<file path="src/rtl/eprom_prog_pkg.sv">
package eprom_prog_pkg;

  typedef enum logic [2:0] {
    TMR_READ,
    TMR_FLOAT,
    TMR_SETUP,
    TMR_PULSE,
    TMR_HOLD,
    TMR_RECOVER
  } tmrSel_e;

  typedef struct packed {
    logic    loadAddr;
    logic    incAddr;
    logic    takeByte;
    logic    capture;
    logic    markErr;
    logic    tmrLoad;
    tmrSel_e tmrSel;
  } dpCtl_t;

endpackage

</file>
<file path="src/rtl/eprom_prog_dp.sv">
module eprom_prog_dp
  import eprom_prog_pkg::*;
#(
  parameter int ADDR_W    = 12,
  parameter int DATA_W    = 8,
  parameter int T_SETUP   = 100,
  parameter int T_PULSE   = 2500000,
  parameter int T_HOLD    = 100,
  parameter int T_RECOVER = 100,
  parameter int T_READ    = 50,
  parameter int T_FLOAT   = 7
) (
  input  logic              clk,
  input  logic              rstN,
  input  dpCtl_t            ctl,
  input  logic [ADDR_W-1:0] startAddr,
  input  logic [DATA_W-1:0] byteData,
  input  logic              byteLast,
  input  logic [DATA_W-1:0] romDin,
  output logic [ADDR_W-1:0] romAddr,
  output logic [DATA_W-1:0] romDout,
  output logic [ADDR_W-1:0] errAddr,
  output logic              lastByte,
  output logic              tmrDone,
  output logic              illegal,
  output logic              mismatch
);

  localparam int T_M1    = (T_SETUP > T_PULSE) ? T_SETUP : T_PULSE;
  localparam int T_M2    = (T_HOLD > T_RECOVER) ? T_HOLD : T_RECOVER;
  localparam int T_M3    = (T_READ > T_FLOAT) ? T_READ : T_FLOAT;
  localparam int T_M12   = (T_M1 > T_M2) ? T_M1 : T_M2;
  localparam int T_MAX   = (T_M12 > T_M3) ? T_M12 : T_M3;
  localparam int CNT_W   = $clog2(T_MAX + 1);

  logic [ADDR_W-1:0] addrReg;
  logic [DATA_W-1:0] wantReg;
  logic [DATA_W-1:0] readReg;
  logic [CNT_W-1:0]  cnt;
  logic [CNT_W-1:0]  loadVal;

  always_comb begin
    unique case (ctl.tmrSel)
      TMR_READ:    loadVal = CNT_W'(T_READ - 1);
      TMR_FLOAT:   loadVal = CNT_W'(T_FLOAT - 1);
      TMR_SETUP:   loadVal = CNT_W'(T_SETUP - 1);
      TMR_PULSE:   loadVal = CNT_W'(T_PULSE - 1);
      TMR_HOLD:    loadVal = CNT_W'(T_HOLD - 1);
      TMR_RECOVER: loadVal = CNT_W'(T_RECOVER - 1);
      default:     loadVal = '0;
    endcase
  end

  always_ff @(posedge clk or negedge rstN) begin
    if (!rstN) cnt <= '0;
    else if (ctl.tmrLoad) cnt <= loadVal;
    else if (cnt != '0) cnt <= cnt - 1'b1;
  end

  always_ff @(posedge clk or negedge rstN) begin
    if (!rstN) begin
      addrReg  <= '0;
      wantReg  <= '0;
      readReg  <= '0;
      errAddr  <= '0;
      lastByte <= 1'b0;
    end else begin
      if (ctl.loadAddr) addrReg <= startAddr;
      else if (ctl.incAddr) addrReg <= addrReg + 1'b1;
      if (ctl.takeByte) begin
        wantReg  <= byteData;
        lastByte <= byteLast;
      end
      if (ctl.capture) readReg <= romDin;
      if (ctl.markErr) errAddr <= addrReg;
    end
  end

  assign tmrDone  = (cnt == '0);
  assign illegal  = |(wantReg & ~readReg);
  assign mismatch = (wantReg != readReg);
  assign romAddr  = addrReg;
  assign romDout  = wantReg;

  AST_TIMER_IDLE_ZERO: assert property (@(posedge clk) disable iff (!rstN)
    (tmrDone && !ctl.tmrLoad) |=> tmrDone);
  AST_ADDR_STEP: assert property (@(posedge clk) disable iff (!rstN)
    (ctl.incAddr && !ctl.loadAddr) |=> (addrReg == $past(addrReg) + 1'b1));

endmodule

</file>
<file path="src/rtl/eprom_prog_ctrl.sv">
module eprom_prog_ctrl
  import eprom_prog_pkg::*;
(
  input  logic   clk,
  input  logic   rstN,
  input  logic   start,
  input  logic   byteValid,
  input  logic   tmrDone,
  input  logic   illegal,
  input  logic   mismatch,
  input  logic   lastByte,
  output dpCtl_t ctl,
  output logic   byteReady,
  output logic   busy,
  output logic   done,
  output logic   err,
  output logic   romCeN,
  output logic   romOeN,
  output logic   romVppEn,
  output logic   romDoutEn
);

  typedef enum logic [3:0] {
    S_IDLE, S_FETCH, S_PREREAD, S_PREFLOAT, S_SETUP,
    S_PULSE, S_HOLD, S_RECOVER, S_VERIFY, S_VFLOAT
  } state_e;

  state_e st, nxt;
  logic   setErr, setDone, clrFlags;

  always_comb begin
    nxt      = st;
    ctl      = '0;
    setErr   = 1'b0;
    setDone  = 1'b0;
    clrFlags = 1'b0;
    unique case (st)
      S_IDLE: if (start) begin
        ctl.loadAddr = 1'b1; clrFlags = 1'b1; nxt = S_FETCH;
      end
      S_FETCH: if (byteValid) begin
        ctl.takeByte = 1'b1; ctl.tmrLoad = 1'b1; ctl.tmrSel = TMR_READ; nxt = S_PREREAD;
      end
      S_PREREAD: if (tmrDone) begin
        ctl.capture = 1'b1; ctl.tmrLoad = 1'b1; ctl.tmrSel = TMR_FLOAT; nxt = S_PREFLOAT;
      end
      S_PREFLOAT: if (tmrDone) begin
        if (illegal) begin
          ctl.markErr = 1'b1; setErr = 1'b1; nxt = S_IDLE;
        end else begin
          ctl.tmrLoad = 1'b1; ctl.tmrSel = TMR_SETUP; nxt = S_SETUP;
        end
      end
      S_SETUP: if (tmrDone) begin
        ctl.tmrLoad = 1'b1; ctl.tmrSel = TMR_PULSE; nxt = S_PULSE;
      end
      S_PULSE: if (tmrDone) begin
        ctl.tmrLoad = 1'b1; ctl.tmrSel = TMR_HOLD; nxt = S_HOLD;
      end
      S_HOLD: if (tmrDone) begin
        ctl.tmrLoad = 1'b1; ctl.tmrSel = TMR_RECOVER; nxt = S_RECOVER;
      end
      S_RECOVER: if (tmrDone) begin
        ctl.tmrLoad = 1'b1; ctl.tmrSel = TMR_READ; nxt = S_VERIFY;
      end
      S_VERIFY: if (tmrDone) begin
        ctl.capture = 1'b1; ctl.tmrLoad = 1'b1; ctl.tmrSel = TMR_FLOAT; nxt = S_VFLOAT;
      end
      S_VFLOAT: if (tmrDone) begin
        if (mismatch) begin
          ctl.markErr = 1'b1; setErr = 1'b1; nxt = S_IDLE;
        end else if (lastByte) begin
          setDone = 1'b1; nxt = S_IDLE;
        end else begin
          ctl.incAddr = 1'b1; nxt = S_FETCH;
        end
      end
      default: nxt = S_IDLE;
    endcase
  end

  always_ff @(posedge clk or negedge rstN) begin
    if (!rstN) begin
      st        <= S_IDLE;
      done      <= 1'b0;
      err       <= 1'b0;
      romCeN    <= 1'b1;
      romOeN    <= 1'b1;
      romVppEn  <= 1'b0;
      romDoutEn <= 1'b0;
    end else begin
      st        <= nxt;
      done      <= (done & ~clrFlags) | setDone;
      err       <= (err & ~clrFlags) | setErr;
      romCeN    <= !(nxt == S_PREREAD || nxt == S_PULSE || nxt == S_VERIFY);
      romOeN    <= !(nxt == S_PREREAD || nxt == S_VERIFY);
      romVppEn  <= (nxt == S_SETUP || nxt == S_PULSE || nxt == S_HOLD);
      romDoutEn <= (nxt == S_SETUP || nxt == S_PULSE || nxt == S_HOLD);
    end
  end

  assign byteReady = (st == S_FETCH);
  assign busy      = (st != S_IDLE);

  AST_NO_CONTENTION: assert property (@(posedge clk) disable iff (!rstN)
    !romOeN |-> !romDoutEn);
  AST_PULSE_OE_HIGH: assert property (@(posedge clk) disable iff (!rstN)
    (!romCeN && romVppEn) |-> romOeN);
  AST_VPP_AFTER_PULSE: assert property (@(posedge clk) disable iff (!rstN)
    ($rose(romCeN) && $past(romVppEn)) |-> romVppEn);
  AST_FLAGS_EXCL: assert property (@(posedge clk) disable iff (!rstN)
    !(done && err));
  AST_DONE_HELD: assert property (@(posedge clk) disable iff (!rstN)
    (done && !start) |=> done);
  AST_READY_QUIET: assert property (@(posedge clk) disable iff (!rstN)
    byteReady |-> (romCeN && !romVppEn));

endmodule

</file>
<file path="src/rtl/eprom_prog_seq.sv">
module eprom_prog_seq
  import eprom_prog_pkg::*;
#(
  parameter int ADDR_W    = 12,
  parameter int DATA_W    = 8,
  parameter int T_SETUP   = 100,
  parameter int T_PULSE   = 2500000,
  parameter int T_HOLD    = 100,
  parameter int T_RECOVER = 100,
  parameter int T_READ    = 50,
  parameter int T_FLOAT   = 7
) (
  input  logic              clk,
  input  logic              rstN,
  input  logic              start,
  input  logic [ADDR_W-1:0] startAddr,
  input  logic              byteValid,
  input  logic [DATA_W-1:0] byteData,
  input  logic              byteLast,
  output logic              byteReady,
  output logic              busy,
  output logic              done,
  output logic              err,
  output logic [ADDR_W-1:0] errAddr,
  output logic [ADDR_W-1:0] romAddr,
  output logic [DATA_W-1:0] romDout,
  output logic              romDoutEn,
  input  logic [DATA_W-1:0] romDin,
  output logic              romCeN,
  output logic              romOeN,
  output logic              romVppEn
);

  dpCtl_t ctl;
  logic   tmrDone, illegal, mismatch, lastByte;

  eprom_prog_ctrl u_ctrl (
    .clk(clk), .rstN(rstN), .start(start), .byteValid(byteValid),
    .tmrDone(tmrDone), .illegal(illegal), .mismatch(mismatch), .lastByte(lastByte),
    .ctl(ctl), .byteReady(byteReady), .busy(busy), .done(done), .err(err),
    .romCeN(romCeN), .romOeN(romOeN), .romVppEn(romVppEn), .romDoutEn(romDoutEn)
  );

  eprom_prog_dp #(
    .ADDR_W(ADDR_W), .DATA_W(DATA_W), .T_SETUP(T_SETUP), .T_PULSE(T_PULSE),
    .T_HOLD(T_HOLD), .T_RECOVER(T_RECOVER), .T_READ(T_READ), .T_FLOAT(T_FLOAT)
  ) u_dp (
    .clk(clk), .rstN(rstN), .ctl(ctl), .startAddr(startAddr), .byteData(byteData),
    .byteLast(byteLast), .romDin(romDin), .romAddr(romAddr), .romDout(romDout),
    .errAddr(errAddr), .lastByte(lastByte), .tmrDone(tmrDone), .illegal(illegal),
    .mismatch(mismatch)
  );

  AST_PINS_STABLE_PULSE: assert property (@(posedge clk) disable iff (!rstN)
    (!romCeN && romVppEn && $past(!romCeN && romVppEn)) |->
      ($stable(romAddr) && $stable(romDout)));

endmodule

</file>
<file path="config.mk">
export PLATFORM = sky130hd
export DESIGN_NAME = eprom_prog_seq
export DESIGN_NICKNAME = d
export VERILOG_FILES = /design/src/rtl/eprom_prog_pkg.sv /design/src/rtl/eprom_prog_dp.sv /design/src/rtl/eprom_prog_ctrl.sv /design/src/rtl/eprom_prog_seq.sv
export SDC_FILE = /design/constraint.sdc
export NUM_CORES = 1
export LEC_CHECK = 0
export ABC_AREA = 1
export ABC_CLOCK_PERIOD_IN_PS = 2350
export BUFFER_PORTS_ARGS = -buffer_cell sky130_fd_sc_hd__buf_2
export CAP_MARGIN = 20
export CORE_ASPECT_RATIO = 1.1
export CORE_MARGIN = 1
export CORE_UTILIZATION = 56
export DETAILED_ROUTE_END_ITERATION = 8
export GPL_ROUTABILITY_DRIVEN = 0
export PLACE_DENSITY = 0.92
export SYNTH_ARGS = -nofsm -noshare
export SYNTH_HDL_FRONTEND = slang
export SYNTH_SLANG_ARGS = --single-unit
</file>
<file path="constraint.sdc">
create_clock -name clk -period 2.35 [get_ports clk]
set_clock_uncertainty 0.05 [all_clocks]
set_input_delay 0.1175 -clock clk [delete_from_list [all_inputs] [get_ports clk]]
set_output_delay 0.1175 -clock clk [all_outputs]
set_load 0.02 [all_outputs]
</file>
==> flow_metrics.py <==
metrics = {
    "pwr": {
        "swShare_pct": 22.7,
        "power.internal_mw": 1.90,
        "pwr-share-seq_pct": 50.7,
        "power_leakage_nw": 2.63,
        "power_frac_comb_pct": 4.1,
        "p_clk_share_pct": 45.2,
        "powerDensity_nw_per_um2": 497,
        "p_sw_uw": 558,
        "peakVddDrop_v": 0.000361,
    },
    "status": {
        "violations": "negative hold slack",
        "outcome": "complete, but fails checks",
    },
    "setup_path": {
        "path_common_cell": "nand2_4",
        "worst_r2r_path_depth": 10,
        "r2r-end": "u_dp.romAddr[8]",
        "r2r-start": "u_dp.cnt[0]",
        "cp_cell_sequence": "inv_1 > ha_2 > nand2_4 > nor2_4 > nand2_2 > nor2_8 > nand4_1 > nand2_4 > o21ai_0 > o22ai_1",
        "critPathMaxStageDelay_ps": 410,
        "path_buf_inv": 1,
        "rrSetupSlack_ps": 120,
        "setup.worst_path.start_class": "flop",
        "crit_fanout": 24,
        "cp_data_arrival_time_ps": 2460,
        "cpLargestDelayFamily": "simple AND/OR/NAND/NOR gates",
        "endpoint_kind": "flop",
        "critical_path_required_ps": 2580,
        "path_class": "reg -> reg",
        "crit_path_top_delay_cell": "dfrtp_1",
    },
    "global_route": {
        "grt_start_max_net_pins": 38,
        "track_usage_pct": 30.1,
        "grt_pass1_vias": 3980,
        "grt_pass1_wl_um": 18000,
        "antenna_found_initial": 0,
        "gr-total-overflow": 0,
    },
    "clocking": {
        "cts_sinks": 72,
        "cts_root_buffer": "clkbuf_8",
        "cts.clk_slew.worst_paths_ps": 90,
        "clock_latency_ps": 360,
        "cts_tree": "built",
        "post_cts_buffers": 0,
        "htreeDepth": 3,
        "clock_path_buffers": 2,
        "cts-buffers-inserted": 9,
    },
    "layout": {
        "layout.cells.non_filler": 684,
        "multi_input_area_um2": 1930,
        "nets": 637,
        "fill_cells": 494,
        "final_area_um2": 4950,
        "layout_commonest_cell": "nand2_1",
        "most-common-layout-cells": "105 x nand2_1, 72 x buf_2, 70 x dfrtp_1",
        "final_util_pct": 71.0,
        "synthToLayoutAreaGrowth_pct": 22.9,
        "register_area_um2": 1800,
        "drive_above_1_share_pct": 24.5,
        "n_antenna_cell": 0,
    },
    "min_path": {
        "min_from": "startAddr[5]",
        "holdPathEnd": "u_dp.romAddr[5]",
        "hold_path_class": "in -> reg",
        "worstHoldPathCells": 3,
    },
    "logic_synthesis": {
        "synth.cell_area_um2": 4030,
        "yosys_register_bits": 72,
        "ys_seq_area_share_pct": 44.8,
        "synth_cells": 490,
        "synth_ff_type": "dfrtp_1",
        "synth_largest_area_cell": "dfrtp_1",
        "synth_top_area_share_pct": 43.5,
        "yosys-top-cells-area": "dfrtp_1 43%, nand2_1 9.8%, nor2_1 5.7%",
        "avgSynthCellArea_um2": 8.22,
        "yosysUniqueCellTypes": 38,
        "yosys_warnings": 0,
        "async_flop_share_pct": 100,
        "synth_enable_flop_cells": 0,
        "synth_nets": 533,
    },
    "die": {
        "coreArea_um2": 6970,
        "rows": 32,
        "die_w_um": 82.9,
        "dieArea_um2": 7540,
        "io_pins": 73,
        "die_h_um": 90.9,
        "initial_core_util_pct": 57.8,
    },
    "timing": {
        "rsz0062_at_grt": "true",
        "worst_slew_pin_slew_ps": 498,
        "drv_slew": 0,
        "hold_violations": 1,
        "maxClockFrequency_mhz": 448,
        "worst_hold_slack_ps": -18.1,
        "setup_viol": 0,
        "maxSlewHeadroom_pct": 66.7,
        "finalCriticalPeriod_ps": 2230,
        "min_period_over_period_pct": 94.9,
        "fin_ws_ps": 120,
    },
    "drt": {
        "finalWirelength_um": 10800,
        "drc": 0,
        "ant_nets": 0,
        "via_per_inst": 5.70,
        "drt_iter0_drc": 315,
        "post_drt_wl_per_cell_um": 15.8,
        "dr.pass1.iters": 5,
        "vias": 3900,
    },
    "placement": {
        "place_hpwl_um": 7090,
        "place_inst": 644,
        "dpl_cell_area_um2": 4480,
        "place_ws_ps": 122,
        "io_buffer_count": 72,
    },
    "job": {
        "max_cap_violations": 0,
    },
}
## flip-flops by register name (all words and copies together), names as in the netlist
signal,cells
u_dp.lastByte,1
u_dp.romAddr,12
u_ctrl.st,4
u_ctrl.romCeN,1
u_dp.cnt,22
u_dp.errAddr,12
u_dp.romDout,8
u_ctrl.romVppEn,1
u_dp.readReg,8
u_ctrl.done,1
u_ctrl.romOeN,1
u_ctrl.err,1
## logic make-up after synthesis
family	after synthesis	synth area share [%]
compound gates	70	10.3
flops	72	44.8
fa+ha+maj	10	3.11
buf+inv	69	7.39
mux	9	2.52
xor+xnor	20	4.35
simple gates	240	27.6
## worst min-delay path: stages
cell      delay (ps)
buf_2             80
o211ai_1          90
o21ai_0           70
## power groups by stage
stage / logic [mW] / clock network [mW] / registers, mW
3_5_place_dp: 0.0683 / 0 / 1.27
6_report: 0.101 / 1.11 / 1.25
3_3_place_gp: 0.0656 / 0 / 1.27
5_1_grt: 0.113 / 1.16 / 1.25
4_1_cts: 0.100 / 1.11 / 1.25
2_1_floorplan: 0.0119 / 0 / 1.27
## Yosys cell counts, drive strengths merged, types with 2 or more instances
cell      n
dfstp     2
o211ai    2
nor2     70
buf      10
a21oi    26
nor4      3
xnor2     7
dfrtp    70
o21ai    30
mux2      9
o22ai     3
a31oi     6
nand3    30
nand2   116
and3      2
nor3      9
inv      56
clkbuf    3
xor2     13
ha       10
nand4     8
## per-layer routing
metal	GRT usage, %	vias to the layer above	share of wire, %
met2	53.4	183	52
met5	0	-	0
li1	-	1798	-
met1	35.2	1881	38
met4	14.9	0	3.3
met3	5.00	38	6.3
## cell type report
class                           count  share of cell area (%)
Clock buffer                       10                    2.58
Clock inverter                      6                    1.87
Inverter                           56                    4.25
Multi-Input combinational cell    349                    39.1
Sequential cell                    72                    36.5
Tap cell                           85                    2.15
Timing Repair Buffer              106                    13.7
## worst max path at each step
stage | from | end | slack, ps | cells past startpoint
final | u_dp.cnt[0] | u_dp.romAddr[8] | 120 | 10
after floorplan | u_dp.cnt[0] | u_dp.cnt[6] | 410 | 14
after CTS | u_dp.cnt[0] | u_dp.romAddr[10] | 70 | 11
after global placement | u_dp.cnt[0] | u_dp.romAddr[10] | 230 | 11
after global routing | u_dp.cnt[0] | u_dp.romAddr[10] | -20 | 11
after detailed placement | u_dp.cnt[0] | u_dp.romAddr[10] | 120 | 11
## timing repair
item,in CTS,in global routing
hold buffers,24,0
endpoints found under the hold margin,93,0
gates resized for setup,0,3
endpoints found under the setup margin,0,28
## stage by stage
step	setup TNS [ps]	total power [mW]
floorplan	0	1.28
global placement	0	1.34
detailed placement	0	1.34
CTS	0	2.46
global route	-16.8	2.52
finish	0	2.46
Note: power is estimated with default switching activity, not from simulation.
